$ cat src/rtl/knob_pkg.sv
package knob_pkg;
  typedef enum logic [2:0] {
    ST_IDLE,
    ST_DEAD,
    ST_DISCH,
    ST_SETTLE,
    ST_TIME,
    ST_STORE
  } scan_state_t;
endpackage

$ cat src/rtl/knob_sync.sv
module knob_sync #(
  parameter int W      = 4,
  parameter int STAGES = 2
) (
  input  logic         clk,
  input  logic         rst_n,
  input  logic [W-1:0] d,
  output logic [W-1:0] q
);
  logic [W-1:0] stage [STAGES];

  for (genvar s = 0; s < STAGES; s++) begin : g_stage
    always_ff @(posedge clk or negedge rst_n) begin
      if (!rst_n) stage[s] <= '0;
      else if (s == 0) stage[s] <= d;
      else stage[s] <= stage[(s == 0) ? 0 : s-1];
    end
  end

  assign q = stage[STAGES-1];
endmodule

$ cat src/rtl/knob_sequencer.sv
module knob_sequencer import knob_pkg::*; #(
  parameter int NUM_BANKS   = 4,
  parameter int LINES       = 4,
  parameter int UNUSED_SLOT = 11,
  parameter int DEAD_CYC    = 100,
  parameter int DISCH_CYC   = 50,
  parameter int SETTLE_CYC  = 2,
  localparam int NUM_SLOTS  = NUM_BANKS * LINES,
  localparam int SLOT_W     = $clog2(NUM_SLOTS),
  localparam int LINE_W     = $clog2(LINES),
  localparam int BANK_W     = $clog2(NUM_BANKS)
) (
  input  logic              clk,
  input  logic              rst_n,
  input  logic              scan_en,
  input  logic              meas_done,
  output logic              timing,
  output logic              store_stb,
  output logic              last_store,
  output logic              sweep_start,
  output logic [SLOT_W-1:0] slot,
  output logic [LINE_W-1:0] line_idx,
  output logic [NUM_BANKS-1:0] bank_sel,
  output logic [LINES-1:0]  drive_low
);
  localparam int MAX_WAIT = (DEAD_CYC > DISCH_CYC) ?
                            ((DEAD_CYC > SETTLE_CYC) ? DEAD_CYC : SETTLE_CYC) :
                            ((DISCH_CYC > SETTLE_CYC) ? DISCH_CYC : SETTLE_CYC);
  localparam int WAIT_W = $clog2(MAX_WAIT + 1);

  scan_state_t       state;
  logic [WAIT_W-1:0] wcnt;
  logic [SLOT_W:0]   inc_slot;
  logic [SLOT_W-1:0] next_slot;
  logic [BANK_W-1:0] bank_idx;
  logic              bank_active;

  assign inc_slot  = {1'b0, slot} + 1'b1;
  assign next_slot = (inc_slot == (SLOT_W+1)'(UNUSED_SLOT)) ?
                     SLOT_W'(inc_slot + 1'b1) : SLOT_W'(inc_slot);
  assign bank_idx  = BANK_W'(slot / SLOT_W'(LINES));
  assign line_idx  = LINE_W'(slot % SLOT_W'(LINES));

  assign bank_active = (state == ST_DISCH) || (state == ST_SETTLE) ||
                       (state == ST_TIME)  || (state == ST_STORE);
  assign bank_sel    = bank_active ? (NUM_BANKS'(1) << bank_idx) : '0;
  assign drive_low   = (state == ST_DISCH) ? '1 : '0;
  assign timing      = (state == ST_TIME);
  assign store_stb   = (state == ST_STORE);
  assign last_store  = store_stb && (slot == SLOT_W'(NUM_SLOTS-1));
  assign sweep_start = (state == ST_IDLE) && scan_en;

  always_ff @(posedge clk or negedge rst_n) begin
    if (!rst_n) begin
      state <= ST_IDLE;
      wcnt  <= '0;
      slot  <= '0;
    end else begin
      case (state)
        ST_IDLE: if (scan_en) begin
          slot  <= '0;
          wcnt  <= '0;
          state <= ST_DEAD;
        end
        ST_DEAD: if (wcnt == WAIT_W'(DEAD_CYC-1)) begin
          wcnt  <= '0;
          state <= ST_DISCH;
        end else wcnt <= wcnt + 1'b1;
        ST_DISCH: if (wcnt == WAIT_W'(DISCH_CYC-1)) begin
          wcnt  <= '0;
          state <= ST_SETTLE;
        end else wcnt <= wcnt + 1'b1;
        ST_SETTLE: if (wcnt == WAIT_W'(SETTLE_CYC-1)) begin
          wcnt  <= '0;
          state <= ST_TIME;
        end else wcnt <= wcnt + 1'b1;
        ST_TIME: if (meas_done) state <= ST_STORE;
        ST_STORE: begin
          if (slot == SLOT_W'(NUM_SLOTS-1)) state <= ST_IDLE;
          else begin
            slot  <= next_slot;
            state <= ST_DEAD;
          end
        end
        default: state <= ST_IDLE;
      endcase
    end
  end

  // never two banks at once
  p_sel_onehot_r2: assert property (@(posedge clk) disable iff (!rst_n)
    $onehot0(bank_sel));
  // discharge only begins after a cycle with every select low
  p_dead_before_drive_r2: assert property (@(posedge clk) disable iff (!rst_n)
    $rose(drive_low[0]) |-> ($past(bank_sel) == '0));
  // idle with enable low stays idle
  p_idle_hold_r8: assert property (@(posedge clk) disable iff (!rst_n)
    (state == ST_IDLE && !scan_en) |=> (state == ST_IDLE));
  // the spare slot is never visited
  p_skip_spare_r1: assert property (@(posedge clk) disable iff (!rst_n)
    (state != ST_IDLE) |-> (slot != SLOT_W'(UNUSED_SLOT)));
endmodule

$ cat src/rtl/knob_timer.sv
module knob_timer #(
  parameter int CNT_W  = 7,
  parameter int SHIFT  = 2,
  parameter int CODE_W = 5
) (
  input  logic              clk,
  input  logic              rst_n,
  input  logic              active,
  input  logic              sense,
  output logic              done,
  output logic [CODE_W-1:0] code
);
  localparam int CNT_MAX  = (1 << CNT_W) - 1;
  localparam int MAX_CODE = (1 << CODE_W) - 1;

  logic             first;
  logic [CNT_W-1:0] cnt;
  logic [CNT_W-1:0] shifted;
  logic [CODE_W-1:0] scaled;

  assign shifted = cnt >> SHIFT;
  assign scaled  = (shifted > CNT_W'(MAX_CODE)) ? CODE_W'(MAX_CODE) : CODE_W'(shifted);

  always_ff @(posedge clk or negedge rst_n) begin
    if (!rst_n) begin
      first <= 1'b1;
      cnt   <= '0;
      done  <= 1'b0;
      code  <= '0;
    end else if (!active) begin
      first <= 1'b1;
      cnt   <= '0;
      done  <= 1'b0;
    end else if (!done) begin
      if (first) begin
        first <= 1'b0;
        if (sense) begin
          done <= 1'b1;
          code <= CODE_W'(MAX_CODE);
        end
      end else if (sense || cnt == CNT_W'(CNT_MAX)) begin
        done <= 1'b1;
        code <= scaled;
      end else begin
        cnt <= cnt + 1'b1;
      end
    end
  end

  // threshold already crossed at the check gives the top code
  p_fast_charge_r4: assert property (@(posedge clk) disable iff (!rst_n)
    (active && first && !done && sense) |=> (done && code == CODE_W'(MAX_CODE)));
  // running out of count gives the top code
  p_saturate_r6: assert property (@(posedge clk) disable iff (!rst_n)
    (active && !first && !done && !sense && cnt == CNT_W'(CNT_MAX))
      |=> (done && code == CODE_W'(MAX_CODE)));
  // the counter only moves while a measurement runs
  p_cnt_idle_r5: assert property (@(posedge clk) disable iff (!rst_n)
    (!active) |=> (cnt == '0));
endmodule

$ cat src/rtl/knob_gain_bank.sv
module knob_gain_bank #(
  parameter int NUM_KNOBS   = 15,
  parameter int CODE_W      = 5,
  parameter int UNUSED_SLOT = 11,
  parameter int PRE_FIRST   = 11,
  parameter int PRE_RESET   = 15,
  parameter int SLOT_W      = 4
) (
  input  logic                        clk,
  input  logic                        rst_n,
  input  logic                        wr_stb,
  input  logic                        wr_last,
  input  logic                        sweep_start,
  input  logic [SLOT_W-1:0]           wr_slot,
  input  logic [CODE_W-1:0]           wr_code,
  output logic [NUM_KNOBS*CODE_W-1:0] codes,
  output logic                        sweep_changed
);
  logic [NUM_KNOBS-1:0] diff;
  logic                 any_diff;
  logic                 pending;

  for (genvar k = 0; k < NUM_KNOBS; k++) begin : g_knob
    localparam int SLOT  = (k < UNUSED_SLOT) ? k : k + 1;
    localparam int RSTV  = (k >= PRE_FIRST) ? PRE_RESET : 0;
    logic [CODE_W-1:0] val;

    assign diff[k] = wr_stb && (wr_slot == SLOT_W'(SLOT)) && (wr_code != val);

    always_ff @(posedge clk or negedge rst_n) begin
      if (!rst_n) val <= CODE_W'(RSTV);
      else if (diff[k]) val <= wr_code;
    end

    assign codes[k*CODE_W +: CODE_W] = val;
  end

  assign any_diff = |diff;

  always_ff @(posedge clk or negedge rst_n) begin
    if (!rst_n) begin
      pending       <= 1'b0;
      sweep_changed <= 1'b0;
    end else begin
      if (sweep_start) pending <= 1'b0;
      else if (wr_last) pending <= 1'b0;
      else if (any_diff) pending <= 1'b1;
      if (wr_last) sweep_changed <= pending | any_diff;
    end
  end

  // codes move only on a store strobe
  p_hold_codes_r7: assert property (@(posedge clk) disable iff (!rst_n)
    !wr_stb |=> $stable(codes));
  // the flag moves only when a sweep closes
  p_flag_at_end_r7: assert property (@(posedge clk) disable iff (!rst_n)
    !wr_last |=> $stable(sweep_changed));
endmodule

$ cat src/rtl/knob_scanner.sv
module knob_scanner #(
  parameter int NUM_BANKS   = 4,
  parameter int LINES       = 4,
  parameter int UNUSED_SLOT = 11,
  parameter int DEAD_CYC    = 100,
  parameter int DISCH_CYC   = 50,
  parameter int SYNC_STAGES = 2,
  parameter int CNT_W       = 7,
  parameter int SHIFT       = 2,
  parameter int CODE_W      = 5,
  parameter int PRE_RESET   = 15,
  localparam int NUM_KNOBS  = NUM_BANKS * LINES - 1,
  localparam int NUM_PRE    = LINES,
  localparam int PRE_FIRST  = NUM_KNOBS - NUM_PRE
) (
  input  logic                          clk,
  input  logic                          rst_n,
  input  logic                          scan_en,
  input  logic [LINES-1:0]              sense_in,
  output logic [LINES-1:0]              sense_drive_low,
  output logic [NUM_BANKS-1:0]          bank_sel,
  output logic [NUM_KNOBS*CODE_W-1:0]   gain_codes,
  output logic [NUM_PRE*(CODE_W+1)-1:0] preamp_index,
  output logic                          sweep_changed
);
  localparam int SLOT_W = $clog2(NUM_BANKS * LINES);
  localparam int LINE_W = $clog2(LINES);

  logic [LINES-1:0]  sense_sync;
  logic              timing, store_stb, last_store, sweep_start, meas_done;
  logic [SLOT_W-1:0] slot;
  logic [LINE_W-1:0] line_idx;
  logic [CODE_W-1:0] code;

  knob_sync #(.W(LINES), .STAGES(SYNC_STAGES)) u_sync (
    .clk(clk), .rst_n(rst_n), .d(sense_in), .q(sense_sync)
  );

  knob_sequencer #(
    .NUM_BANKS(NUM_BANKS), .LINES(LINES), .UNUSED_SLOT(UNUSED_SLOT),
    .DEAD_CYC(DEAD_CYC), .DISCH_CYC(DISCH_CYC), .SETTLE_CYC(SYNC_STAGES)
  ) u_seq (
    .clk(clk), .rst_n(rst_n), .scan_en(scan_en), .meas_done(meas_done),
    .timing(timing), .store_stb(store_stb), .last_store(last_store),
    .sweep_start(sweep_start), .slot(slot), .line_idx(line_idx),
    .bank_sel(bank_sel), .drive_low(sense_drive_low)
  );

  knob_timer #(.CNT_W(CNT_W), .SHIFT(SHIFT), .CODE_W(CODE_W)) u_timer (
    .clk(clk), .rst_n(rst_n), .active(timing), .sense(sense_sync[line_idx]),
    .done(meas_done), .code(code)
  );

  knob_gain_bank #(
    .NUM_KNOBS(NUM_KNOBS), .CODE_W(CODE_W), .UNUSED_SLOT(UNUSED_SLOT),
    .PRE_FIRST(PRE_FIRST), .PRE_RESET(PRE_RESET), .SLOT_W(SLOT_W)
  ) u_bank (
    .clk(clk), .rst_n(rst_n), .wr_stb(store_stb), .wr_last(last_store),
    .sweep_start(sweep_start), .wr_slot(slot), .wr_code(code),
    .codes(gain_codes), .sweep_changed(sweep_changed)
  );

  for (genvar j = 0; j < NUM_PRE; j++) begin : g_pre
    assign preamp_index[j*(CODE_W+1) +: (CODE_W+1)] =
      {1'b0, gain_codes[(PRE_FIRST+j)*CODE_W +: CODE_W]} + 1'b1;
  end
endmodule

$ cat config.mk
export PLATFORM = sky130hd
export DESIGN_NAME = knob_scanner
export DESIGN_NICKNAME = d
export VERILOG_FILES = /design/src/rtl/knob_pkg.sv /design/src/rtl/knob_sync.sv /design/src/rtl/knob_sequencer.sv /design/src/rtl/knob_timer.sv /design/src/rtl/knob_gain_bank.sv /design/src/rtl/knob_scanner.sv
export SDC_FILE = /design/constraint.sdc
export NUM_CORES = 1
export LEC_CHECK = 0
export CAP_MARGIN = 20
export CORE_AREA = 4 4 124 126
export DETAILED_ROUTE_END_ITERATION = 10
export DIE_AREA = 0 0 128 130
export DONT_BUFFER_PORTS = 1
export PLACE_DENSITY = 0.62
export SLEW_MARGIN = 20
export SYNTH_ARGS = -nofsm -noshare
export SYNTH_HDL_FRONTEND = slang
export SYNTH_HIERARCHICAL = 1
export SYNTH_SLANG_ARGS = --single-unit
$ cat constraint.sdc
create_clock -name clk -period 2.2 [get_ports clk]
set_clock_uncertainty 0.2 [all_clocks]
set_input_delay 0 -clock clk [delete_from_list [all_inputs] [get_ports clk]]
set_output_delay 0 -clock clk [all_outputs]
set_load 0.01 [all_outputs]
== Word level (Yosys, flattened, before mapping) ==
Index checks and enable logic that the tools add are counted.

* Register bits after elaboration: 113
* Output and inout port bits: 108
* Input port bits: 7
* Word-level logic and storage cells: 173

* Muxes and demuxes: 38
* Add/subtract/negate cells: 8
* Equality and inequality tests: 49
* Shift operators: 1
* Reduce and logical (&&, ||, !) cells: 47
* $lt $le $gt $ge: 2
* Bitwise gates (word level): 2

{| class="wikitable"
|+ Operators by type and width
! kind !! number
|-
| $ne A5 B5 Y1 || 15
|-
| $mux W7 || 8
|-
| $logic_and A1 B1 Y1 || 31
|-
| $eq A4 B4 Y1 const B || 7
|-
| $pmux W7 S4 || 1
|-
| $add A5 B1 Y6 const B || 4
|-
| $mux W4 || 5
|-
| $mux W5 || 4
|-
| $pmux W3 S6 || 1
|-
| $eq A4 B3 Y1 const B || 4
|-
| $ne A2 B2 Y1 const B || 8
|-
| $mux W3 || 5
|-
| $reduce_or A15 Y1 || 1
|-
| $add A7 B1 Y7 const B || 2
|-
| $eq A7 B7 Y1 const B || 2
|-
| $mux W1 || 12
|-
| $eq A4 B2 Y1 const B || 2
|-
| $pmux W4 S2 || 1
|-
| $eq A7 B1 Y1 const B || 1
|-
| $eq A7 B6 Y1 const B || 1
|-
| $eq A3 B2 Y1 const B || 2
|-
| $eq A3 B3 Y1 const B || 2
|-
| $reduce_and A3 Y1 || 2
|-
| $add A4 B1 Y5 const B || 1
|-
| 20 further kinds || 25
|}

== Logic depth before layout (Yosys ltp) ==
* Depth in word-level cells: 7
* Gate-level depth with buffers: 9
* Mapped depth without buffers: 7

== Hierarchy ==
Netlist, hierarchy kept.

{| class="wikitable"
|+ By module, submodules not included
! module !! times used !! area an instance (sq um) !! sequential area each (sq um) !! cells each
|-
| knob_gain_bank || 1 || 3,967.6 || 1,946.9 || 300
|-
| knob_sequencer || 1 || 992.2 || 350.3 || 112
|-
| knob_timer || 1 || 748.2 || 351.6 || 74
|-
| knob_scanner || 1 || 272.8 || 0.0 || 39
|-
| knob_sync || 1 || 230.2 || 200.2 || 12
|}

== Least setup slack after synthesis ==
Ideal clock, no wire load.

* Path type: flip-flop to flip-flop
* Start: register u_seq.state[0]
* End: register u_bank.g_knob[0].val[0]
* Setup time: 125 ps
* Arrival: 2,111 ps
* Buffers on the path: 1
* Clock period less this slack: 2,435 ps
* Path slack: -235 ps
* Required time: 1,875 ps
* Cell stages (with the launch flop): 6
* Cells stage by stage: dfrtp_1 buf_2 and3b_1 or3b_4 a2111oi_4 mux2_2

* Cells in the longest elaborated chain, start to end: 3

{| class="wikitable"
|+ RTL lines
! item !! line !! text
|-
| from (decl) || knob_sequencer.sv:31 || <nowiki>scan_state_t state;</nowiki>
|-
| from (signal assigned) || knob_sequencer.sv:55 || <nowiki>state <= ST_IDLE;</nowiki>
|-
| from (signal assigned) || knob_sequencer.sv:63 || <nowiki>state <= ST_DEAD;</nowiki>
|-
| from (signal assigned) || knob_sequencer.sv:67 || <nowiki>state <= ST_DISCH;</nowiki>
|-
| $eq A3 B3 Y1 || knob_sequencer.sv:49 || <nowiki>assign store_stb = (state == ST_STORE);</nowiki>
|-
| net store_stb || knob_scanner.sv:30 || <nowiki>logic timing, store_stb, last_store, sweep_start, meas_done;</nowiki>
|-
| $logic_and A1 B1 Y1 (2 in series) || knob_gain_bank.sv:28 || <nowiki>assign diff[k] = wr_stb && (wr_slot == SLOT_W'(SLOT)) && (wr_code != val);</nowiki>
|-
| to (signal assigned) || knob_gain_bank.sv:31 || <nowiki>if (!rst_n) val <= CODE_W'(RSTV);</nowiki>
|-
| to (signal assigned) || knob_gain_bank.sv:32 || <nowiki>else if (diff[k]) val <= wr_code;</nowiki>
|-
| to (decl) || knob_gain_bank.sv:26 || <nowiki>logic [CODE_W-1:0] val;</nowiki>
|}

The timed path passes the listed nets, and every way through them passes these cells.
A chain may end at the register's enable or synchronous reset.

== Worst setup path in the final report ==
* Start: register u_timer.code[2]
* End: register u_bank.sweep_changed

* Cells in the longest elaborated chain, start to end: 4
* Elaborated cells on any way between the ends: 32
* Those cells by class: eq/ne: 15; bitwise: 1; reduce/logical: 16

{| class="wikitable"
|+ RTL lines
! item !! line !! text
|-
| from (decl) || knob_timer.sv:11 || <nowiki>output logic [CODE_W-1:0] code</nowiki>
|-
| from (signal assigned) || knob_timer.sv:39 || <nowiki>code <= CODE_W'(MAX_CODE);</nowiki>
|-
| from (signal assigned) || knob_timer.sv:43 || <nowiki>code <= scaled;</nowiki>
|-
| $ne A5 B5 Y1 || knob_gain_bank.sv:28 ||
|-
| $logic_and A1 B1 Y1 || knob_gain_bank.sv:28 ||
|-
| $reduce_or A15 Y1 (*) || knob_gain_bank.sv:38 || <nowiki>assign any_diff = |diff;</nowiki>
|-
| $or A1 B1 Y1 (*) || knob_gain_bank.sv:48 || <nowiki>if (wr_last) sweep_changed <= pending | any_diff;</nowiki>
|-
| to (signal assigned) || knob_gain_bank.sv:48 ||
|-
| to (decl) || knob_gain_bank.sv:17 || <nowiki>output logic sweep_changed</nowiki>
|}

Mark *: on every way between the ends. The rest lies on a longest branch, timed or not.

==> metrics <==
Rel. slew slack=a little over two thirds; part of the cycle the worst path needs=100.5%; starting density of the core=between 40% and 50%; largest fanout on the critical path=10; hold_ws=-0.9241 ns; CTS sink count=113; antenna violations before repair=0; drt pass-1 iters=4; share of the synthesized area in the top cell type=38.68%; grt total ovfl=0; Critical Path Sink Type=flop; vias per inst=5.330; final WL=15260 um; post-synthesis sequential area ratio=45.87%; Arr. time, crit path=2.29 ns; crit path capture=u_bank/sweep_changed; I/O pin total=roughly 120; worst skew pair latency=0.42 ns; Worst R2R Setup Slack=-0.01 ns; HP Class=input pin to async pin; Fin. Hold Viols=roughly 110; core area=14310 um^2; Placement Setup Slack=-0.05664 ns; dpl hpwl=10670 um; Routed wire per std cell=~19 um; Clock Pin Slew Worst Setup and Hold Paths=~0.050 ns; Setup violations, final=1; RSZ-0062 raised after global routing=true; FF-to-FF path depth=7; vias in the first global route=about 4.5k; post-synthesis cell type count=between 60 and 70; Die ar.=16640 um^2; Final ANT Viol Nets=0; Max Transition Viols Final=0; LEAKAGE=3.657 nW; width of the die=approximately 130 um; first-pass GRT wire length=around 24000 um; ys flop type=dfrtp_1; Placement Cell Area=approximately 6900 um^2; worst r2r src=u_timer/code[2]; Pwr Density=684.6 nW/um^2; CTS max path bufs=2; startpoint types=flop; YS warnings=6; Rows=44; most common cell after layout, fill and taps aside=dfrtp_1; Worst VDD drop=0.5598 mV; via count=4323; DRC viols=0; Mapped Area=6211 um^2; CTS tree=yes; RePlAce Congestion=0.8611; crit path launch=u_timer/code[2]; layout cells sized above 1=around 39%; failing checks=hold timing, setup timing; Cells after Synth=between 500 and 600; final instance area=~7800 um^2; ys async rst share=between 90% and 100%; Max Clock Freq=452.4 MHz; reg-to-reg endpoint=u_bank/sweep_changed; clock root cell=clkbuf_16; gr usage total=around a fifth; Mapped Avg Cell Area=11.57 um^2; Layout area overhead=25.22%; most frequent cells in the layout=92 x dfrtp_1, 73 x buf_4, 61 x mux2_2; Crit Path Class=flop to flop; fin crit period=between 2 and 2.5 ns; final layout net count=630; Tightest Pin Transition=around 0.45 ns; pin count of the biggest net entering global routing=114; max_cap viols=0; post-route setup slack=-0.01037 ns; synth top area cells=dfrtp_1 39%, mux2_2 14%, dfstp_2 7.2%; Net Count, Synth=553; run status=finished, violations left; Hold-fix buffers, CTS=9; register bit total from synthesis=between 100 and 150; total CTS buffers=17; DRT iter0 DRCs=approximately 250; number of synthesized flops with an enable pin=0; H-tree depth=4; antenna diode count=0; largest area contributor in the netlist=dfrtp_1; Die H=approximately 130 um; PortBufs=0; WP data required=2.28 ns
==> metal layers <==
metal	part of all wire [%]	routed length (um)	up-vias	GRT usage, %
met3	7.0	1065	19	6.877
met2	49	7435	125	30.50
met1	43	6548	2120	22.63
li1	-	-	2059	-
met4	1.4	212	0	7.054
met5	0	0	-	0
==> area by class of cell <==
| class | instances | area (um^2) |
|---|---|---|
| Fill cell | 1195 | 6536 |
| Multi-Input combinational cell | 381 | 3261 |
| Sequential cell | 113 | 2854 |
| Timing Repair Buffer | 91 | 795.8 |
| Clock buffer | 22 | 464.2 |
| Tap cell | 184 | 230.2 |
| Clock inverter | 10 | 135.1 |
| Inverter | 10 | 37.54 |
==> cells in the mapped netlist, types with 5 or more instances <==
master	instances
mux2_2	75
o21ai_0	5
clkbuf_1	12
buf_4	13
o31ai_1	10
nand2b_1	6
a21oi_1	11
o22ai_1	5
inv_1	10
nand3_1	25
nand2_1	23
dfstp_2	17
ha_1	9
dfrtp_1	96
xor2_1	45
xnor2_1	44
nor3_1	17
nor2_1	26
==> through the flow <==
stage               total power, mW  cells  setup TNS (ns)  hold WS [ns]  utilization [%]
floorplan                     2.440    537         -0.7842       -0.4956                -
global placement              2.528    768        -0.02689       -0.4924            48.37
detailed placement            2.546    768         -0.1068       -0.4931            48.37
CTS                           5.366    811        -0.03631       -0.9401            53.69
global route                  5.512    811         -0.3981       -0.9470            54.34
finish                        5.325    811        -0.01037       -0.9241            54.34
==> where the power goes <==
group	internal, mW	leakage (nW)	total [mW]	switching [mW]
logic	0.189	1.89	0.390	0.201
clock network	1.83	0.282	2.79	0.959
registers	2.12	1.49	2.15	0.0262
==> worst max-delay path, stage by stage, from the launching register on <==
cell	delay, ns
dfrtp_2	0.45
buf_4	0.20
xor2_1	0.18
nor3_2	0.16
a31oi_1	0.15
or4_1	0.44
nor4_2	0.20
a21oi_1	0.11
==> cells by family after synthesis <==
family	Yosys count	share of synthesized area, %
buffers and inverters	43	3.948
AND/OR/NAND/NOR	142	12.85
adder cells (fa/ha/maj)	9	1.813
XOR/XNOR	89	12.55
multiplexers	81	14.85
AO/OA/AOI/OAI	60	8.118
flip-flops	113	45.87
==> worst min-delay path by stage <==
| stage | end | slack, ns | depth (start not counted) |
|---|---|---|---|
| 3_5_place_dp | u_bank/g_knob[8].val[1] | -0.49 | 0 |
| 2_1_floorplan | u_bank/g_knob[0].val[0] | -0.50 | 0 |
| 6_report | u_bank/g_knob[8].val[1] | -0.92 | 0 |
| 3_3_place_gp | u_bank/g_knob[8].val[1] | -0.49 | 0 |
| 4_1_cts | u_bank/g_knob[8].val[1] | -0.94 | 0 |
| 5_1_grt | u_bank/g_knob[8].val[1] | -0.95 | 0 |
==> state kept, by name, summed over array words and instances, names as in the netlist <==
signal and cells:
u_sync/q 4, u_timer/cnt 7, u_bank/pending 1, u_sync/stage 4
u_timer/code 5, u_bank/sweep_changed 1, u_timer/done 1, u_seq/state 3
u_seq/slot 4, u_seq/wcnt 7, u_bank/g_knob.val 75, u_timer/first 1
==> what timing repair did <==
action                                  in CTS  in global routing
endpoints found under the hold margin      130                113
buffers inserted                             1                  0
endpoints found under the setup margin       5                 32
pin swaps                                    1                  0
resized for setup                           10                 21
gates cloned                                 1                  0
(Power assumes the default switching activity.)
